--- config.mk ---
export PLATFORM = sky130hd
export DESIGN_NAME = fwd_operand_select
export DESIGN_NICKNAME = d
export VERILOG_FILES = /design/src/rtl/fwd_pkg.sv /design/src/rtl/fwd_match.sv /design/src/rtl/fwd_pick.sv /design/src/rtl/fwd_operand_select.sv
export SDC_FILE = /design/constraint.sdc
export NUM_CORES = 1
export LEC_CHECK = 0
export ABC_AREA = 1
export BUFFER_PORTS_ARGS = -buffer_cell sky130_fd_sc_hd__buf_2
export CORE_AREA = 5 5 135 137
export DETAILED_ROUTE_END_ITERATION = 16
export DIE_AREA = 0 0 140 142
export SYNTH_ARGS = -nofsm -noshare
export SYNTH_HDL_FRONTEND = slang
export SYNTH_SLANG_ARGS = --single-unit
--- constraint.sdc ---
create_clock -name vclk -period 4.9
set_clock_uncertainty 0.15 [all_clocks]
set_input_delay 0.735 -clock vclk [all_inputs]
set_output_delay 0.735 -clock vclk [all_outputs]
set_load 0.005 [all_outputs]
--- src/rtl/fwd_pkg.sv ---
package fwd_pkg;
    localparam int REG_ID_W  = 4;
    localparam int DATA_W    = 32;
    localparam int ICODE_W   = 4;
    localparam int NUM_CAND  = 5;

    localparam logic [REG_ID_W-1:0] REG_NONE = {REG_ID_W{1'b1}};
    localparam logic [ICODE_W-1:0]  IC_JUMP  = 4'h7;
    localparam logic [ICODE_W-1:0]  IC_CALL  = 4'h8;

    // Candidate positions, youngest first; the position is the priority.
    typedef enum logic [2:0] {
        CAND_EX_ALU  = 3'd0,
        CAND_MEM_LD  = 3'd1,
        CAND_MEM_ALU = 3'd2,
        CAND_WB_LD   = 3'd3,
        CAND_WB_ALU  = 3'd4
    } cand_e;
endpackage

--- src/rtl/fwd_match.sv ---
module fwd_match #(
    parameter int REG_W = 4,
    parameter int N     = 5
) (
    input  logic [REG_W-1:0]        src_id,
    input  logic [N-1:0][REG_W-1:0] dst_ids,
    output logic [N-1:0]            hit
);
    localparam logic [REG_W-1:0] NONE_ID = {REG_W{1'b1}};

    logic src_valid;
    assign src_valid = (src_id != NONE_ID);

    for (genvar g = 0; g < N; g++) begin : g_cmp
        assign hit[g] = src_valid && (dst_ids[g] == src_id);
    end
endmodule

--- src/rtl/fwd_pick.sv ---
module fwd_pick #(
    parameter int DATA_W  = 32,
    parameter int N       = 5,
    parameter bit HAS_OVR = 1'b0
) (
    input  logic [N-1:0]             hit,
    input  logic [N-1:0][DATA_W-1:0] vals,
    input  logic                     ovr_req,
    input  logic [DATA_W-1:0]        ovr_val,
    input  logic [DATA_W-1:0]        rf_val,
    output logic [N-1:0]             grant,
    output logic [DATA_W-1:0]        result
);
    logic ovr_active;

    if (HAS_OVR) begin : g_ovr
        assign ovr_active = ovr_req;
    end else begin : g_no_ovr
        logic unused_ovr;
        assign unused_ovr = ovr_req ^ (^ovr_val);
        assign ovr_active = 1'b0;
    end

    // Priority encoder: lowest index (youngest stage) wins.
    always_comb begin
        logic found;
        found = 1'b0;
        grant = '0;
        if (!ovr_active) begin
            for (int i = 0; i < N; i++) begin
                if (!found && hit[i]) begin
                    grant[i] = 1'b1;
                    found    = 1'b1;
                end
            end
        end
    end

    // AND-OR data mux driven by the grant vector.
    always_comb begin
        logic [DATA_W-1:0] fwd;
        fwd = '0;
        for (int i = 0; i < N; i++) begin
            fwd = fwd | (vals[i] & {DATA_W{grant[i]}});
        end
        if (ovr_active)
            result = ovr_val;
        else if (|grant)
            result = fwd;
        else
            result = rf_val;
    end

    always_comb begin
        AST_GRANT_ONEHOT: assert ($onehot0(grant)) else $error("grant not one-hot");
        if (!ovr_active && (|hit)) begin
            AST_GRANT_ON_HIT: assert (|grant) else $error("hit without grant");
        end
    end
endmodule

--- src/rtl/fwd_operand_select.sv ---
module fwd_operand_select
    import fwd_pkg::*;
#(
    parameter int REG_W  = fwd_pkg::REG_ID_W,
    parameter int DW     = fwd_pkg::DATA_W,
    parameter int IC_W   = fwd_pkg::ICODE_W
) (
    input  logic [IC_W-1:0]  dec_icode,
    input  logic [REG_W-1:0] dec_src_a,
    input  logic [REG_W-1:0] dec_src_b,
    input  logic [DW-1:0]    dec_pc_next,
    input  logic [DW-1:0]    rf_val_a,
    input  logic [DW-1:0]    rf_val_b,
    input  logic [REG_W-1:0] ex_dst_alu,
    input  logic [DW-1:0]    ex_alu_val,
    input  logic [REG_W-1:0] mem_dst_load,
    input  logic [DW-1:0]    mem_load_val,
    input  logic [REG_W-1:0] mem_dst_alu,
    input  logic [DW-1:0]    mem_alu_val,
    input  logic [REG_W-1:0] wb_dst_load,
    input  logic [DW-1:0]    wb_load_val,
    input  logic [REG_W-1:0] wb_dst_alu,
    input  logic [DW-1:0]    wb_alu_val,
    output logic [DW-1:0]    opnd_a,
    output logic [DW-1:0]    opnd_b
);
    localparam int N = fwd_pkg::NUM_CAND;
    localparam logic [REG_W-1:0] NONE_ID = {REG_W{1'b1}};

    logic [N-1:0][REG_W-1:0] cand_dst;
    logic [N-1:0][DW-1:0]    cand_val;
    logic [N-1:0]            hit_a, hit_b, grant_a, grant_b;
    logic                    is_ctl;

    always_comb begin
        cand_dst[CAND_EX_ALU]  = ex_dst_alu;
        cand_val[CAND_EX_ALU]  = ex_alu_val;
        cand_dst[CAND_MEM_LD]  = mem_dst_load;
        cand_val[CAND_MEM_LD]  = mem_load_val;
        cand_dst[CAND_MEM_ALU] = mem_dst_alu;
        cand_val[CAND_MEM_ALU] = mem_alu_val;
        cand_dst[CAND_WB_LD]   = wb_dst_load;
        cand_val[CAND_WB_LD]   = wb_load_val;
        cand_dst[CAND_WB_ALU]  = wb_dst_alu;
        cand_val[CAND_WB_ALU]  = wb_alu_val;
    end

    assign is_ctl = (dec_icode == IC_JUMP) || (dec_icode == IC_CALL);

    fwd_match #(.REG_W(REG_W), .N(N)) i_match_a (
        .src_id (dec_src_a),
        .dst_ids(cand_dst),
        .hit    (hit_a)
    );

    fwd_match #(.REG_W(REG_W), .N(N)) i_match_b (
        .src_id (dec_src_b),
        .dst_ids(cand_dst),
        .hit    (hit_b)
    );

    fwd_pick #(.DATA_W(DW), .N(N), .HAS_OVR(1'b1)) i_pick_a (
        .hit    (hit_a),
        .vals   (cand_val),
        .ovr_req(is_ctl),
        .ovr_val(dec_pc_next),
        .rf_val (rf_val_a),
        .grant  (grant_a),
        .result (opnd_a)
    );

    fwd_pick #(.DATA_W(DW), .N(N), .HAS_OVR(1'b0)) i_pick_b (
        .hit    (hit_b),
        .vals   (cand_val),
        .ovr_req(is_ctl),
        .ovr_val(dec_pc_next),
        .rf_val (rf_val_b),
        .grant  (grant_b),
        .result (opnd_b)
    );

    always_comb begin
        if (is_ctl) begin
            AST_CTL_TAKES_PC: assert (opnd_a == dec_pc_next) else $error("ctl A");
        end
        if (!is_ctl && hit_a == '0) begin
            AST_A_RF_DEFAULT: assert (opnd_a == rf_val_a) else $error("A rf");
        end
        if (!is_ctl && hit_a[CAND_EX_ALU]) begin
            AST_A_YOUNGEST: assert (opnd_a == ex_alu_val) else $error("A youngest");
        end
        if (dec_src_b == NONE_ID) begin
            AST_B_NONE_SRC: assert (opnd_b == rf_val_b) else $error("B none");
        end
        if (hit_b == '0) begin
            AST_B_NO_PC: assert (opnd_b == rf_val_b) else $error("B pc");
        end
        if (!is_ctl) begin
            AST_A_NO_SPURIOUS: assert (grant_a == '0 || (|(grant_a & hit_a))) else $error("A grant");
        end
        AST_B_GRANT_HIT: assert (grant_b == '0 || (|(grant_b & hit_b))) else $error("B grant");
    end
endmodule

==> reports/qor.txt <==
Gate power share - 1.000
Syn-to-layout area delta - 37.6%
Die Wd - 140 um
Num rows - 48
Placed Instance Area - 6650 um2
Maximum vdd drop - 72.0 uV
Data required, critical path - 4010 ps
Core ar. - 16900 um2
Busiest grt layer - met2
Switch Pwr - 485 uW
Worst Hold Class - primary input to primary output
Netlist Area Pre-Place - 4840 um2
WL final - 27.6 mm
Hold path start - dec_pc_next[23]
CLK BUF - 0
Largest fanout on the critical path - 32
Flop pwr share - 0
Number of port buffers - 352
Slowest stage delay, CP - 900 ps
Avg Cell Area, Syn - 4.69 um2
RSZ-0062 raised after global routing - no
Total Power - 808 uW
Fmax - 237 MHz
Clock power share - 0
Drt via density - 5.33
Post-Synth XOR/XNOR Area - 0.0362
Critical path's slowest cell - nor2_4
Wirelength per Cell - 17.9 um
Final RePlAce weighted congestion - 0.959
Slew Viols, Final - 0
Post-Synth Simple-Gate Area - 0.742
CP arrival - 3340 ps
Grt met2 use - 0.435
Largest net degree at the start of global routing - 60
Non-Filler Instances - 1540
FF+latch count - 0
Layout filler cell count - 1958
Finished Cell Area - 6660 um2
GRT Residual Overflow - 0
Fin Setup TNS - 0 ps
Worst-Margin Slew - 1010 ps
WS Path Type - primary input to primary output
Initial Utilization - 0.286
Largest family of logic cells by synthesized area - simple AND/OR/NAND/NOR gates
DRC viols - 0
Cell count after synthesis - 1031
Status - finished, final reports clean
Fin nets - 1603
Final hold violations - 0
YS warnings - 0
Mux contribution to synthesized area - 0
Synth cell types - 25
Die ar. - 19900 um2
Placed insts - 1538
Fin util - 0.393
Internal power - 323 uW
Post-DRT Antenna Nets - 0
PD cells - 121 nW/um2
Most used cell, CP - nand2_1
CTS Hold Buffers Added - 0
Period minus WS final - 4220 ps
HPWL after detailed placement - 20.7 mm
Max-cap violations - 0
Met3 Track Usage GR - 0.0481
DRT iter0 DRCs - 691
Sequential Area - 0 um2
Leakage power total - 0.00385 uW
TritonRoute pass-1 iters - 5
Post-CTS Setup Bufs - 0
Setup violations, final - 0
Syn_nets - 1319
Sw Share - 0.600
Compound-Gate Fraction of Synth Area - 0.0621
Seq/Total Area, Yosys - 0
Fraction of the cycle the final worst path needs - 0.862
Overall Global Routing Usage - 0.252
Synth Area in Adders - 0
Vias - 8205
First-pass GRT wire length - 41.2 mm
Number of global-route vias before repair - 7598
Share of layout cells above drive strength 1 - 0.302
CP Launch Type - primary input
Die Ht - 142 um
Initial antenna violation count - 3
Critical-path cell list - buf_2 -> inv_2 -> nand2_1 -> nand2_1 -> nor2_1 -> nand4_2 -> nor2_4 -> nand3_1 -> nand2_1 -> nor2_1 -> nand2_1 -> nand2_1 -> nand2_1 -> buf_2
Post-CTS sizing - 0
Io pins - 352
Grt met1 use - 0.328
Setup crit end kind - primary output
CP Launch Point - dec_src_a[0]
Slew margin rel. - 0.329
power by group through the flow:
stage | Combinational, uW | Sequential (uW) | Clock (uW)
after CTS | 804 | 0 | 0
after floorplan | 438 | 0 | 0
final | 808 | 0 | 0.0000547
after global routing | 890 | 0 | 0
after global placement | 799 | 0 | 0
after detailed placement | 801 | 0 | 0
through the flow:
step | hold slack, ps | setup slack [ps]
detailed placement | 1580 | 732
global placement | 1580 | 739
global route | 1600 | 444
CTS | 1580 | 731
finish | 1580 | 677
floorplan | 1420 | 1950
metal layers:
layer	vias up	wire length [um]	part of all wire
li1	4004	-	-
met1	3611	11100	0.40
met2	526	13000	0.47
met3	58	2940	0.11
met4	6	618	0.022
met5	-	41	0.0015
synthesized netlist by cell type, types with 2 or more instances:
cell type / count / share of area
buf_1: 2 / 0.0016
xor2_1: 5 / 0.0091
nand2_2: 2 / 0.0026
xnor2_1: 15 / 0.027
nor2_2: 5 / 0.0065
nand2_1: 328 / 0.25
nand3_1: 264 / 0.27
nand4_2: 2 / 0.0052
buf_4: 9 / 0.014
inv_2: 5 / 0.0039
a41oi_1: 32 / 0.058
nor3_2: 2 / 0.0041
clkbuf_1: 36 / 0.028
nor2_4: 3 / 0.0070
nand4_1: 70 / 0.091
inv_1: 88 / 0.068
buf_2: 38 / 0.039
nor2_1: 117 / 0.091
buf_6: 2 / 0.0047
area by class of cell:
class	count	area [um2]	share of cell area
timing repair buffer	369	1890	0.284
tap	225	282	0.0423
inverter	93	349	0.0524
multi-input combinational	851	4130	0.621
antenna	2	5.00	0.000752
cell families after synthesis:
group | count (synthesis)
buffers and inverters | 180
XOR/XNOR | 20
AND/OR/NAND/NOR | 797
AO/OA/AOI/OAI | 34
final timing paths:
check	endpoint	slack, ps	cells past startpoint
worst max-delay path	opnd_a[31]	680	14
worst min-delay path	opnd_a[23]	1580	4
critical path, delay by kind of cell:
family        cells  cell delay [ps]
buf+inv           3              370
simple gates     11             2220
placed cells by master (no fill, tap or decap), types with 5 or more instances in the layout:
master,instances
buf_2,352
nand2_1,327
nand3_1,264
nor2_1,114
inv_1,88
nand4_1,70
a41oi_1,32
buf_4,17
xnor2_1,15
nor2_4,10
xor2_1,5
inv_2,5
Note: power is estimated with default switching activity, not from simulation.
